$ cat config.mk
export PLATFORM = sky130hd
export DESIGN_NAME = cop_bus_decoder
export DESIGN_NICKNAME = d
export VERILOG_FILES = /design/src/rtl/cbd_pkg.sv /design/src/rtl/cbd_region_match.sv /design/src/rtl/cbd_translate.sv /design/src/rtl/cbd_wait_timer.sv /design/src/rtl/cop_bus_decoder.sv
export SDC_FILE = /design/constraint.sdc
export NUM_CORES = 1
export LEC_CHECK = 0
export BUFFER_PORTS_ARGS = -buffer_cell sky130_fd_sc_hd__buf_2
export CAP_MARGIN = 20
export CORE_MARGIN = 2
export CORE_UTILIZATION = 49
export CTS_CLUSTER_DIAMETER = 100
export DETAILED_ROUTE_END_ITERATION = 7
export GPL_TIMING_DRIVEN = 0
export MAX_ROUTING_LAYER = met4
export PLACE_DENSITY_LB_ADDON = 0.2
export SYNTH_ARGS = -nofsm -noshare
export SYNTH_HDL_FRONTEND = slang
export SYNTH_HIERARCHICAL = 1
export SYNTH_SLANG_ARGS = --single-unit
$ cat constraint.sdc
create_clock -name clk_i -period 1.8 [get_ports clk_i]
set_input_delay 0.18 -clock clk_i [delete_from_list [all_inputs] [get_ports clk_i]]
set_output_delay 0.18 -clock clk_i [all_outputs]
set_load 0.05 [all_outputs]
$ cat src/rtl/cbd_pkg.sv
package cbd_pkg;
  typedef enum logic [2:0] {
    RK_MISS, RK_IO, RK_ROM_LO, RK_ROM_HI, RK_WIN, RK_IRAM, RK_WRAM, RK_BMP
  } rule_e;

  typedef enum logic [2:0] {
    RG_NONE, RG_IO, RG_ROM, RG_IRAM, RG_WRAM, RG_BMP
  } region_e;

  localparam int SEL_W    = 5;
  localparam int SEL_IO   = 0;
  localparam int SEL_ROM  = 1;
  localparam int SEL_IRAM = 2;
  localparam int SEL_WRAM = 3;
  localparam int SEL_BMP  = 4;

  function automatic logic [SEL_W-1:0] region_sel(input region_e r);
    logic [SEL_W-1:0] s;
    s = '0;
    case (r)
      RG_IO:   s[SEL_IO]   = 1'b1;
      RG_ROM:  s[SEL_ROM]  = 1'b1;
      RG_IRAM: s[SEL_IRAM] = 1'b1;
      RG_WRAM: s[SEL_WRAM] = 1'b1;
      RG_BMP:  s[SEL_BMP]  = 1'b1;
      default: s = '0;
    endcase
    return s;
  endfunction
endpackage

$ cat src/rtl/cbd_region_match.sv
module cbd_region_match
  import cbd_pkg::*;
#(
  parameter int AW = 24
) (
  input  logic [AW-1:0] addr_i,
  input  logic          is_wr_i,
  output rule_e         rule_o,
  output logic          slow_o
);
  localparam int NR = 8;
  // order is priority: index 0 wins
  localparam logic [AW-1:0] MASK [NR] = '{
    24'h40FE00, 24'h408000, 24'hC00000, 24'h40E000,
    24'h40F800, 24'h40F800, 24'hF00000, 24'hF00000};
  localparam logic [AW-1:0] VAL [NR] = '{
    24'h002200, 24'h008000, 24'hC00000, 24'h006000,
    24'h000000, 24'h003000, 24'h400000, 24'h600000};
  localparam rule_e KIND [NR] = '{
    RK_IO, RK_ROM_LO, RK_ROM_HI, RK_WIN,
    RK_IRAM, RK_IRAM, RK_WRAM, RK_BMP};
  localparam logic [NR-1:0] READ_ONLY = 8'b0000_0110;

  logic [NR-1:0] hit;

  for (genvar i = 0; i < NR; i++) begin : g_rule
    assign hit[i] = ((addr_i & MASK[i]) == VAL[i]) && !(is_wr_i && READ_ONLY[i]);
  end

  always_comb begin
    rule_o = RK_MISS;
    for (int i = NR - 1; i >= 0; i--) begin
      if (hit[i]) rule_o = KIND[i];
    end
  end

  assign slow_o = ((addr_i & 24'h40E000) == 24'h006000) ||
                  ((addr_i & 24'hD00000) == 24'h400000);
endmodule

$ cat src/rtl/cbd_translate.sv
module cbd_translate
  import cbd_pkg::*;
#(
  parameter int AW      = 24,
  parameter int IO_AW   = 9,
  parameter int IRAM_AW = 11,
  parameter int WRAM_AW = 18,
  parameter int BMP_AW  = 20,
  parameter int WIN_AW  = 13,
  parameter int BLK_W   = 8
) (
  input  logic [AW-1:0]    addr_i,
  input  rule_e            rule_i,
  input  logic [BLK_W-1:0] block_i,
  input  logic             bitmap_i,
  output region_e          region_o,
  output logic [AW-1:0]    local_o
);
  localparam logic [AW-1:0] IO_MASK   = AW'((1 << IO_AW) - 1);
  localparam logic [AW-1:0] IRAM_MASK = AW'((1 << IRAM_AW) - 1);
  localparam logic [AW-1:0] WRAM_MASK = AW'((1 << WRAM_AW) - 1);
  localparam logic [AW-1:0] BMP_MASK  = AW'((1 << BMP_AW) - 1);
  localparam int WB = 5;  // block bits used by the linear window

  logic [AW-1:0] win_lin, win_bmp, rom_fold;

  assign rom_fold = {2'b00, addr_i[23], addr_i[21:16], addr_i[14:0]};
  assign win_lin  = AW'({block_i[WB-1:0], addr_i[WIN_AW-1:0]}) & WRAM_MASK;
  assign win_bmp  = AW'({block_i, addr_i[WIN_AW-1:0]}) & BMP_MASK;

  always_comb begin
    region_o = RG_NONE;
    local_o  = '0;
    case (rule_i)
      RK_IO:     begin region_o = RG_IO;   local_o = addr_i & IO_MASK;   end
      RK_ROM_LO: begin region_o = RG_ROM;  local_o = rom_fold;           end
      RK_ROM_HI: begin region_o = RG_ROM;  local_o = addr_i;             end
      RK_IRAM:   begin region_o = RG_IRAM; local_o = addr_i & IRAM_MASK; end
      RK_WRAM:   begin region_o = RG_WRAM; local_o = addr_i & WRAM_MASK; end
      RK_BMP:    begin region_o = RG_BMP;  local_o = addr_i & BMP_MASK;  end
      RK_WIN: begin
        if (bitmap_i) begin region_o = RG_BMP;  local_o = win_bmp; end
        else          begin region_o = RG_WRAM; local_o = win_lin; end
      end
      default: begin region_o = RG_NONE; local_o = '0; end
    endcase
  end
endmodule

$ cat src/rtl/cbd_wait_timer.sv
module cbd_wait_timer #(
  parameter int BASE_WAIT = 2,
  parameter int SLOW_WAIT = 4
) (
  input  logic clk_i,
  input  logic rst_ni,
  input  logic start_i,
  input  logic slow_i,
  output logic busy_o,
  output logic done_o
);
  localparam int CW = $clog2(SLOW_WAIT + 1);

  logic [CW-1:0] cnt_q;
  logic          busy_q;

  always_ff @(posedge clk_i or negedge rst_ni) begin
    if (!rst_ni) begin
      busy_q <= 1'b0;
      cnt_q  <= '0;
    end else if (start_i && !busy_q) begin
      busy_q <= 1'b1;
      cnt_q  <= slow_i ? CW'(SLOW_WAIT - 1) : CW'(BASE_WAIT - 1);
    end else if (busy_q) begin
      if (cnt_q == '0) busy_q <= 1'b0;
      else             cnt_q  <= cnt_q - 1'b1;
    end
  end

  assign busy_o = busy_q;
  assign done_o = busy_q && (cnt_q == '0);
endmodule

$ cat src/rtl/cop_bus_decoder.sv
module cop_bus_decoder
  import cbd_pkg::*;
#(
  parameter int AW        = 24,
  parameter int DW        = 8,
  parameter int BLK_W     = 8,
  parameter int WRAM_AW   = 18,
  parameter int BASE_WAIT = 2,
  parameter int SLOW_WAIT = 4
) (
  input  logic             clk_i,
  input  logic             rst_ni,
  input  logic [AW-1:0]    addr_i,
  input  logic             rd_i,
  input  logic             wr_i,
  input  logic [DW-1:0]    wdata_i,
  input  logic [DW-1:0]    last_data_i,
  input  logic [BLK_W-1:0] win_block_i,
  input  logic             win_bitmap_i,
  output logic [SEL_W-1:0] sel_o,
  output logic [AW-1:0]    local_addr_o,
  output logic             wr_o,
  output logic [DW-1:0]    wdata_o,
  output logic             open_bus_o,
  output logic [DW-1:0]    rdata_o,
  output logic             ready_o
);
  logic    is_wr, slow, busy, done, accept;
  rule_e   rule;
  region_e region;
  logic [AW-1:0] local_d;

  logic [SEL_W-1:0] sel_q;
  logic [AW-1:0]    local_q;
  logic [DW-1:0]    wdata_q, obus_q;
  logic             is_wr_q;

  // read wins when both strobes are high
  assign is_wr  = wr_i && !rd_i;
  assign accept = (rd_i || wr_i) && !busy;

  cbd_region_match #(.AW(AW)) u_match (
    .addr_i (addr_i),
    .is_wr_i(is_wr),
    .rule_o (rule),
    .slow_o (slow)
  );

  cbd_translate #(.AW(AW), .WRAM_AW(WRAM_AW), .BLK_W(BLK_W)) u_xlat (
    .addr_i  (addr_i),
    .rule_i  (rule),
    .block_i (win_block_i),
    .bitmap_i(win_bitmap_i),
    .region_o(region),
    .local_o (local_d)
  );

  cbd_wait_timer #(.BASE_WAIT(BASE_WAIT), .SLOW_WAIT(SLOW_WAIT)) u_wait (
    .clk_i  (clk_i),
    .rst_ni (rst_ni),
    .start_i(accept),
    .slow_i (slow),
    .busy_o (busy),
    .done_o (done)
  );

  always_ff @(posedge clk_i or negedge rst_ni) begin
    if (!rst_ni) begin
      sel_q   <= '0;
      local_q <= '0;
      wdata_q <= '0;
      obus_q  <= '0;
      is_wr_q <= 1'b0;
    end else if (accept) begin
      sel_q   <= region_sel(region);
      local_q <= local_d;
      wdata_q <= wdata_i;
      obus_q  <= last_data_i;
      is_wr_q <= is_wr;
    end
  end

  assign sel_o        = sel_q;
  assign local_addr_o = local_q;
  assign wdata_o      = wdata_q;
  assign rdata_o      = obus_q;
  assign ready_o      = done;
  assign wr_o         = done && is_wr_q && (sel_q != '0);
  assign open_bus_o   = done && !is_wr_q && (sel_q == '0);
endmodule

==> results of run 1 <==
layout by cell type (no fill, tap or decap), types with 6 or more instances in the layout:
| cell | count |
|---|---|
| inv_1 | 6 |
| nand3_1 | 9 |
| nor2_1 | 8 |
| buf_4 | 10 |
| mux2_4 | 39 |
| buf_6 | 7 |
| dfrtp_1 | 47 |
| mux2_2 | 6 |
| nand2_1 | 10 |
| buf_2 | 98 |
| nor2b_1 | 14 |
stage by stage:
| step | utilization, % | setup WS (ns) | setup TNS [ns] | power, mW | cell area [µm²] |
|---|---|---|---|---|---|
| floorplan | - | -0.146 | -0.146 | 5.07 | 2670 |
| global placement | 62.9 | -0.282 | -1.50 | 5.82 | 3250 |
| detailed placement | 62.9 | -0.324 | -1.59 | 5.88 | 3250 |
| CTS | 65.6 | -0.0977 | -0.161 | 6.72 | 3390 |
| global route | 67.2 | -0.131 | -0.229 | 7.06 | 3470 |
| finish | 67.2 | -0.0759 | -0.118 | 6.71 | 3470 |
state kept, by name, summed over array words and instances, names as in the netlist:
name           flops
is_wr_q            1
local_addr_o      24
rdata_o            8
sel_o              5
u_wait/busy_o      1
u_wait/cnt_q       3
wdata_o            8
critical path, cell delays in order, from the launching register on:
cell	delay, ns
dfrtp_2	0.41
or4_4	0.56
nor4b_4	0.23
buf_6	0.19
kinds of logic after synthesis:
logic type               Yosys count  synth area share, %
XOR/XNOR                           1                0.330
flip-flops                        50                 47.1
adder cells (fa/ha/maj)            2                0.942
AND/OR/NAND/NOR                   58                 13.3
AO/OA/AOI/OAI                     33                 8.29
multiplexers                      47                 25.4
buffers and inverters             19                 4.62
final timing paths:
check	from	end	slack, ns	cells after the start
hold / removal	rd_i	is_wr_q	0.09	2
min in group asynchronous	rst_ni	sel_o[0]	0.29	2
max in group asynchronous	rst_ni	sel_o[1]	1.00	3
setup reg to reg	u_wait/busy_o	u_wait/cnt_q[1]	0.17	7
setup / recovery	sel_o[1]	open_bus_o	-0.08	3
hold reg to reg	u_wait/cnt_q[1]	u_wait/cnt_q[1]	0.49	1
per-layer routing:
metal | wire (µm) | global-route usage [%] | vias up | share of wire (%)
li1 | - | - | 972 | -
met2 | 2620 | 31.5 | 83 | 46
met1 | 2650 | 27.0 | 954 | 47
met5 | 0 | - | - | 0
met4 | 29 | 4.29 | 0 | 0.51
met3 | 337 | 3.26 | 4 | 6.0
power by group:
| part | total (mW) | leakage, nW | internal [mW] | switching (mW) |
|---|---|---|---|---|
| Sequential | 1.93 | 0.619 | 1.64 | 0.298 |
| Combinational | 4.00 | 1.20 | 1.47 | 2.53 |
| Clock | 0.776 | 0.0579 | 0.409 | 0.367 |
| Total | 6.71 | 1.88 | 3.51 | 3.20 |
repair_timing:
action	CTS	global route
hold endpoints to repair	0	10
setup endpoints to repair	2	8
resized for setup	4	7
hold buffers	0	1
pin swaps	2	0
buffers inserted	2	5
final cells by class:
class / instances / area (µm²)
repair buffers: 108 / 591
well taps: 70 / 87.6
clock inverters: 3 / 40.0
multi-input cells: 141 / 1310
fillers: 392 / 1700
plain buffers: 10 / 91.3
inverters: 9 / 33.8
flip-flops and latches: 50 / 1250
clock buffers: 5 / 68.8
==> key figures, run 1 <==
Job
  • Total of max-cap violations: 0

Clocking
  • Clock-pin slew on the worst setup and hold paths: 0.09 ns
  • Clock sink count: 50
  • Clock Tree Buf Depth: 2
  • Clock root buffer master: clkbuf_8
  • CTS tree: yes
  • Htree depth: 2
  • CTS Buf Count: 5
  • Clock Latency Late Sink: ~0.30 ns

Floorplanning
  • I/O pins: approximately 100
  • Chip height: 77.6 µm
  • Row count: 26
  • Die ar.: 6020 µm²
  • Core footprint: 5170 µm²
  • Die width: 77.6 µm
  • Initial core utilization: 51.3%

Worst setup path
  • CP endpoint kind: primary output
  • Crit path max fanout: 2
  • CP Launch Type: flop
  • Required @ worst endpoint: 1.62 ns
  • Crit path kind: flop to primary output
  • Worst Path Arrival: 1.70 ns

STA
  • Final period utilization: 104%
  • Worst setup margin: -0.0759 ns
  • Setup violators final: 2
  • Final Slew Violations: 0
  • Max_slew headroom: slightly above 70%
  • F_max: approximately 0.53 GHz
  • Worst-margin pin slew: 0.418 ns
  • RSZ-0062 raised after global routing: yes
  • Count of final hold-check violations: 0
  • Final worst hold slack: 0.0869 ns
  • Fin Clk Skew: 0.00879 ns
  • Min Tclk post-route: 1.88 ns

Pwr
  • Leakage: between 1.5 and 2 nW
  • Maximum VDD drop: roughly 1.2 mV
  • Pwr/cell area: 1930 nW/µm²

Routing
  • Vias per cell: 5.08
  • Routed Antenna Nets: 0
  • Average wire per standard cell: 14.2 µm
  • DRT iter0 DRCs: 80
  • DR pass1 iterations: 4
  • DRC viols: 0
  • Via count: 2013
  • Drt total wl: 5640 µm

Synthesis
  • Synth warn: 6
  • Top-area cell type share of the netlist area: 47.1%
  • Seq/Total Area, Yosys: around 47%
  • Ys async rst share: 100%
  • Seq cells post-synth: 50
  • Most common cell in the synthesized netlist: dfrtp_1
  • Top cells by count, synth: 50 x dfrtp_1, 39 x mux2_4, 14 x nor2b_1
  • Distinct cells, synth: between 40 and 50
  • Main area contributors after synthesis: dfrtp_1 47%, mux2_4 22%, nor2b_1 3.3%
  • Net Count, Synth: 265
  • Syn Inst Count: 210
  • Post-synth EDFFs: 0
  • Synthesized area: between 2000 and 3000 µm²
  • Synthesized area per cell: 12.6 µm²
  • Ys flop type: dfrtp_1
  • Yosys top cell by area: dfrtp_1

Global route
  • Initial antenna violation count: 0
  • Vias in the first global route: 2030
  • Tot GR Track Use: around a fifth
  • Total grt overflow: 0
  • Global-route wire length before repair: 9380 µm
  • Pin count of the biggest net entering global routing: a little over 50

Finish
  • Count of nets after finishing: 380
  • Layout Cells excl Fill: 396
  • Ratio of cells with drive above 1 in the final layout: 58.0%
  • N_diodes: 0
  • Area growth, synth to finish: 30.9%

Run status
  • Failing checks: setup timing
  • Status: finished, violations left

Worst hold path
  • Worst hold path type: input pin to flop

Placement
  • Gp weighted congestion: 0.755
  • Post-DP HPWL: 3950 µm
  • Placed insts: 379
  • Port Buffers: around 100
No activity file was read; power rests on OpenSTA's default activity.
==> run 2, diff against run 1 <==
CORE_UTILIZATION = 44   (was 49)
CTS_CLUSTER_DIAMETER = 150   (was 100)
clock period = 1.6 ns   (was 1.8 ns; I/O delays follow)
==> run 2 against run 1 <==
  * The flow still finishes with violations (setup timing)
  * Routed wire length up 4.5%
  * Sequential cell count unchanged
  * Combinational power up 18%
  * Sequential power increased by 11%
  * Via count grew 0.70%
  * Sequential share of layout area decreased by 1.4 points
  * First-iteration DRC count shrank 45%
  * Worst setup slack lost 0.19 ns
  * Critical path type unchanged
  * Largest cell class unchanged
  * Largest power group unchanged
  * Highest routed layer unchanged
==> key figures, run 2 (synthesized netlist as in run 1, its figures left out) <==
Clocking
  • Htree depth: 2 (unchanged)
  • CTS tree: yes
  • Clock sink count: 50 (unchanged)
  • Clock root buffer master: clkbuf_8
  • Clock-pin slew on the worst setup and hold paths: 0.10 ns (about the same)
  • CTS Buf Count: 5 (unchanged)
  • Clock Latency Late Sink: 0.30 ns (about the same)
  • Clock Tree Buf Depth: 2 (unchanged)

Worst setup path
  • Worst r2r dst: u_wait/cnt_q[1]
  • Crit path kind: flop to primary output
  • CP Launch Type: flop
  • Worst R2R Setup Slack: 0.14 ns (-0.03 ns)
  • Worst Path Arrival: 1.71 ns (about the same)
  • Crit path max fanout: 2 (unchanged)
  • R2r startpoint: u_wait/cnt_q[0]
  • Required @ worst endpoint: 1.44 ns (-0.18 ns)
  • Worst r2r path cells: 6 (-1)
  • CP endpoint kind: primary output

Placement
  • Cell Area, Placed: 3360 µm² (+3.1%)
  • Port Buffers: 99 (unchanged)
  • Gp weighted congestion: 0.747 (-1.0%)
  • Post-DP HPWL: 4420 µm (+12%)
  • Placed insts: 385 (+1.6%)

STA
  • Worst-margin pin slew: 0.450 ns (+0.0318 ns)
  • Setup violators final: 2 (unchanged)
  • Fin Clk Skew: 0.00849 ns (-0.000300 ns)
  • Count of final hold-check violations: 0 (unchanged)
  • Min Tclk post-route: approximately 1.9 ns
  • F_max: 0.535 GHz
  • RSZ-0062 raised after global routing: yes
  • Final period utilization: 117%
  • Max_slew headroom: 70.0% (-2.0 points)
  • Worst setup margin: -0.269 ns (-0.193 ns)
  • Final Slew Violations: 0 (unchanged)

Routing
  • Routed Antenna Nets: 0 (unchanged)
  • DR pass1 iterations: 4 (unchanged)
  • Drt total wl: 5890 µm (+4.5%)
  • Vias per cell: 5.00 (-1.5%)
  • Average wire per standard cell: 14.5 µm (+2.1%)
  • Via count: 2027 (+0.70%)
  • DRT iter0 DRCs: 44 (-45%)
  • DRC viols: 0 (unchanged)

Global route
  • Global-route wire length before repair: 9050 µm (-3.5%)
  • Initial antenna violation count: 0 (unchanged)
  • Total grt overflow: 0 (unchanged)
  • Pin count of the biggest net entering global routing: 34 (-33%)
  • Vias in the first global route: 1993 (-1.8%)
  • Tot GR Track Use: 18.1% (-1.7 points)

Finish
  • N_diodes: 0 (unchanged)
  • Reg area: 1260 µm² (about the same)
  • Fillers: 512 (+31%)
  • Layout Cells excl Fill: 405 (+2.3%)
  • Commonest non-fill, non-tap cell in the layout: buf_2
  • Most frequent cells in the layout: 97 x buf_2, 46 x dfrtp_1, 39 x mux2_4, 14 x buf_4, 12 x nor2b_1
  • Area occupied by multi-input gates: 1410 µm² (+7.8%)
  • Post-route cell area: 3620 µm² (+4.1%)
  • Ratio of cells with drive above 1 in the final layout: 63.0% (+5.1 points)
  • Area growth, synth to finish: 36.2%
  • Largest register FFs: 24 (unchanged)
  • Count of nets after finishing: 384 (+1.1%)

Floorplanning
  • Row count: 28 (+7.7%)
  • Core footprint: 5890 µm² (+14%)
  • I/O pins: 101 (unchanged)
  • Die width: 81.7 µm (+5.2%)
  • Die ar.: 6670 µm² (+11%)
  • Initial core utilization: 45.1% (-6.2 points)
  • Chip height: 81.7 µm (+5.2%)

Pwr
  • Leakage: 1.90 nW (+1.0%)
  • Sw frac: 48.4% (+0.69 points)
  • Pwr/cell area: 2100 nW/µm² (+9.0%)
  • Clock group share of total power: 9.8% (-1.8 points)
  • Comb power frac: 61.9% (+2.3 points)
  • Total power: 7.61 mW (+13%)
  • Seq pwr share: 28.3% (-0.5 points)
  • Maximum VDD drop: 1.15 mV (-2.7%)
  • Psw: 3.68 mW (+15%)
  • Internal power: 3.93 mW (+12%)

Worst hold path
  • Min-Delay Startpoint: wdata_i[3]
  • Worst hold stages: 2 (unchanged)
  • Hold endpoint: wdata_o[3]
  • Worst hold path type: input pin to flop

Run status
  • Status: finished, violations left
  • Failing checks: setup timing

Job
  • Total of max-cap violations: 0 (unchanged)
[run 2: per-layer routing]
layer  up-vias  track usage (%)  part of all wire (%)
met2        57             29.8                    49
met4         0             5.67                   1.3
met1       987             22.5                    45
met5         -                -                     0
li1        976                -                     -
met3         7             4.07                   4.4
[run 2: worst max-delay path: stages, from the launching register on]
cell and delay, ns:
dfrtp_2 0.41, or4_4 0.56, nor4b_4 0.25, buf_6 0.20
[run 2: worst max-delay path by stage]
stage                    start         end  cells after the start
finish                sel_o[4]  open_bus_o                      3
global placement    addr_i[22]    sel_o[4]                     10
global route          sel_o[4]  open_bus_o                      3
detailed placement  addr_i[22]    sel_o[4]                     10
floorplan             sel_o[2]  open_bus_o                      2
CTS                   sel_o[4]  open_bus_o                      3
[run 2: power by group through the flow]
stage / Combinational [mW] / Sequential, mW / Clock, mW
after detailed placement: 4.48 / 2.20 / 0
after floorplan: 1.76 / 3.97 / 0
after CTS: 4.65 / 2.16 / 0.789
after global routing: 4.96 / 2.22 / 0.830
final: 4.71 / 2.15 / 0.746
after global placement: 4.41 / 2.17 / 0
[run 2: final cells by class]
type	instances	share of cell area [%]
multi-input combinational	141	38.9
clock buffer	5	1.90
clock inverter	3	0.657
inverter	9	1.00
tap	75	2.59
sequential	50	34.7
timing repair buffer	113	17.6
buffer	9	2.53
[run 2: what timing repair did]
item	4_1_cts	5_1_grt
setup buffers	7	5
cloned	0	0
resized for setup	10	10
endpoints found under the hold margin	17	0
hold buffers	1	0
pin swaps	3	3
setup endpoints to repair	5	7
[run 2: metrics by stage]
step	worst slack [ns]	hold WS [ns]	utilization, %	TNS (ns)
after floorplan	-0.326	-0.136	-	-0.448
after global placement	-0.338	0.393	56.7	-3.84
after detailed placement	-0.369	0.130	57.0	-4.50
after CTS	-0.278	0.0628	60.1	-0.536
after global routing	-0.330	0.0585	61.5	-0.629
final	-0.269	0.0785	61.5	-0.510
==> run 3, diff against run 2 <==
CORE_UTILIZATION = 42   (was 44)
SYNTH_HIERARCHICAL = not set   (was 1)
==> run 3 against run 2 <==
  * The flow still finishes with violations (setup timing)
  * Sequential power is essentially flat
  * Via count up 1.7%
  * Sequential cell count is the same
  * Highest routed layer unchanged
  * Worst hold slack lost 0.031 ns
==> key figures, run 3 <==
Run status
  • Status: finished, violations left
  • Failing checks: setup timing

Synthesis
  • Ys async rst share: 100% (unchanged)
  • Net Count, Synth: 282 (+6.4%)
  • Top cells by count, synth: 76 x nand2_1, 50 x dfrtp_1, 13 x o21ai_0
  • Top-area cell type share of the netlist area: 56.2% (+9.1 points)
  • Syn Inst Count: 227 (+8.1%)
  • Adder-cell share of the synthesized area: 1.12% (+0.18 points)
  • Synth warn: 0 (-6)
  • Synthesized area: 2230 µm² (-16%)
  • Ys flop type: dfrtp_1
  • Synthesized area per cell: 9.81 µm² (-22%)
  • Seq/Total Area, Yosys: 56.2% (+9.1 points)
  • Post-synthesis mux area share: 0.450% (-25 points)
  • Seq cells post-synth: 50 (unchanged)
  • Post-Synth Simple-Gate Area: 20.7% (+7.3 points)
  • Yosys top cell by area: dfrtp_1
  • Distinct cells, synth: 41 (unchanged)
  • Most common cell in the synthesized netlist: nand2_1
  • Main area contributors after synthesis: dfrtp_1 56%, nand2_1 13%, a22o_1 3.5%
  • Post-synth EDFFs: 0 (unchanged)
  • Xor/xnor cell area share of the yosys netlist: 0.787% (+0.46 points)
  • Synth Area in Compound Gates: 18.5% (+10 points)
  • Largest family of logic cells by synthesized area: simple AND/OR/NAND/NOR gates

STA
  • Count of final hold-check violations: 0 (unchanged)
  • RSZ-0062 raised after global routing: yes
  • Final Slew Violations: 0 (unchanged)
  • Fin Clk Skew: 0.00465 ns (-0.00384 ns)
  • Final period utilization: 115% (-2.1 points)
  • Final worst hold slack: 0.0476 ns (-0.0309 ns)
  • Setup_tns: -0.467 ns (+0.0428 ns)
  • F_max: 0.545 GHz (+1.8%)
  • Worst-margin pin slew: 0.517 ns (+0.0676 ns)
  • Min Tclk post-route: 1.84 ns (-0.0334 ns)
  • Max_slew headroom: 65.5% (-4.5 points)
  • Worst setup margin: -0.236 ns (+0.0334 ns)
  • Setup violators final: 3 (+1)

Floorplanning
  • Core footprint: 5110 µm² (-13%)
  • Initial core utilization: 43.6% (-1.5 points)
  • Die width: 76.8 µm (-6.0%)
  • Row count: 26 (-7.1%)
  • Die ar.: 5900 µm² (-12%)
  • I/O pins: 101 (unchanged)
  • Chip height: 76.8 µm (-6.0%)

Job
  • Total of max-cap violations: 0 (unchanged)

Worst hold path
  • Min-Delay Startpoint: last_data_i[2]
  • Worst hold path type: input pin to flop

Routing
  • Vias per cell: 5.02 (+0.24%)
  • Routed Antenna Nets: 0 (unchanged)
  • DRC viols: 0 (unchanged)
  • Via count: 2062 (+1.7%)
  • DR pass1 iterations: 7 (+3)
  • Average wire per standard cell: 13.7 µm (-6.1%)
  • Drt total wl: 5610 µm (-4.7%)
  • DRT iter0 DRCs: 119 (+170%)

Worst setup path
  • Required @ worst endpoint: 1.44 ns (about the same)
  • Worst R2R Setup Slack: 0.14 ns (about the same)
  • Worst setup path startpoint: sel_o[2]
  • R2r startpoint: u_wait.busy_o
  • CP endpoint kind: primary output
  • Crit path max fanout: 2 (unchanged)
  • Crit path kind: flop to primary output
  • CP Launch Type: flop
  • Worst Path Arrival: 1.68 ns (-0.03 ns)

Finish
  • Largest register FFs: 24 (unchanged)
  • Commonest non-fill, non-tap cell in the layout: buf_2
  • Fillers: 458 (-11%)
  • Area growth, synth to finish: 41.2%
  • Ratio of cells with drive above 1 in the final layout: 41.6% (-21 points)
  • N_diodes: 0 (unchanged)
  • Layout Cells excl Fill: 411 (+1.5%)
  • Count of nets after finishing: 396 (+3.1%)
  • Post-route cell area: 3140 µm² (-13%)
  • Fin util: 61.5% (+0.080 points)
  • Most frequent cells in the layout: 97 x buf_2, 74 x nand2_1, 46 x dfrtp_1, 12 x o21ai_0, 10 x o21ai_1

Pwr
  • Total power: 7.02 mW (-7.8%)
  • Internal power: 3.46 mW (-12%)
  • Maximum VDD drop: 1.15 mV (+0.41%)
  • Psw: 3.56 mW (-3.2%)
  • Leakage: 1.63 nW (-14%)
  • Seq pwr share: 30.3% (+2.0 points)
  • Sw frac: 50.7% (+2.4 points)
  • Pwr/cell area: 2230 nW/µm² (+6.2%)
  • Comb power frac: 57.0% (-4.9 points)
  • Clock group share of total power: 12.7% (+2.9 points)

Placement
  • Post-DP HPWL: 3980 µm (-9.9%)
  • Post-place setup slack: -0.125 ns (+0.244 ns)
  • Gp weighted congestion: 0.836 (+12%)
  • Port Buffers: 99 (unchanged)
  • Cell Area, Placed: 2840 µm² (-16%)
  • Placed insts: 396 (+2.9%)

Clocking
  • Clock sink count: 50 (unchanged)
  • Clock Tree Buf Depth: 2 (unchanged)
  • Htree depth: 2 (unchanged)
  • Clock Latency Late Sink: 0.30 ns (about the same)
  • CTS Buf Count: 5 (unchanged)
  • Clock root buffer master: clkbuf_8
  • CTS tree: yes
  • Clock-pin slew on the worst setup and hold paths: 0.08 ns (-0.02 ns)

Global route
  • Initial antenna violation count: 0 (unchanged)
  • Pin count of the biggest net entering global routing: 51 (+50%)
  • Total grt overflow: 0 (unchanged)
  • Tot GR Track Use: 20.5% (+2.3 points)
  • Global-route wire length before repair: 9460 µm (+4.6%)
  • Vias in the first global route: 2065 (+3.6%)
[run 3: what timing repair did]
item                                    CTS  global route
hold endpoints to repair                  0            21
endpoints found under the setup margin   13            22
gates resized for setup                  20            13
hold buffers                              0             1
setup buffers                             7             1
pin swaps                                 3             1
[run 3: critical path: stages (launching register included)]
cell	delay, ns
dfrtp_2	0.41
or4_4	0.57
o211a_4	0.25
buf_8	0.15
[run 3: area by class of cell]
| cell class | count | area [µm²] | share of cell area (%) |
|---|---|---|---|
| inverter | 5 | 22.5 | 0.717 |
| clock buffer | 6 | 82.6 | 2.63 |
| tap | 70 | 87.6 | 2.79 |
| buffer | 8 | 37.5 | 1.19 |
| clock inverter | 1 | 30.0 | 0.955 |
| multi-input combinational | 164 | 1020 | 32.4 |
| sequential | 50 | 1260 | 40.0 |
| timing repair buffer | 107 | 609 | 19.4 |
[run 3: per-layer routing]
metal	vias up	global-route usage (%)	share of wire, %
li1	1013	-	-
met1	954	25.2	43
met2	87	33.5	49
met3	8	4.59	6.4
met4	0	6.91	1.4
met5	-	-	0
[run 3: final timing paths]
path                       cells after the start          endpoint
max                                            3              wr_o
min                                            3        rdata_o[2]
max reg2reg                                    6        rdata_o[6]
min reg2reg                                    2        rdata_o[7]
max in group asynchronous                      3   u_wait.cnt_q[1]
min in group asynchronous                      2  local_addr_o[16]
[run 3: cell families (layout without fill, tap and decap cells)]
| group | after synthesis | count (layout) |
|---|---|---|
| AO/OA/AOI/OAI | 56 | 56 |
| XOR/XNOR | 2 | 2 |
| adder cells (fa/ha/maj) | 2 | 2 |
| buffers and inverters | 13 | 127 |
| flip-flops | 50 | 50 |
| multiplexers | 1 | 1 |
| AND/OR/NAND/NOR | 103 | 103 |
[run 3: power by group through the flow]
stage,clock network [mW],registers [mW],logic (mW)
6_report,0.890,2.13,4.00
5_1_grt,0.985,2.22,4.29
4_1_cts,0.919,2.11,3.83
3_5_place_dp,0,2.11,3.59
3_3_place_gp,0,2.11,3.54
2_1_floorplan,0,3.76,1.05
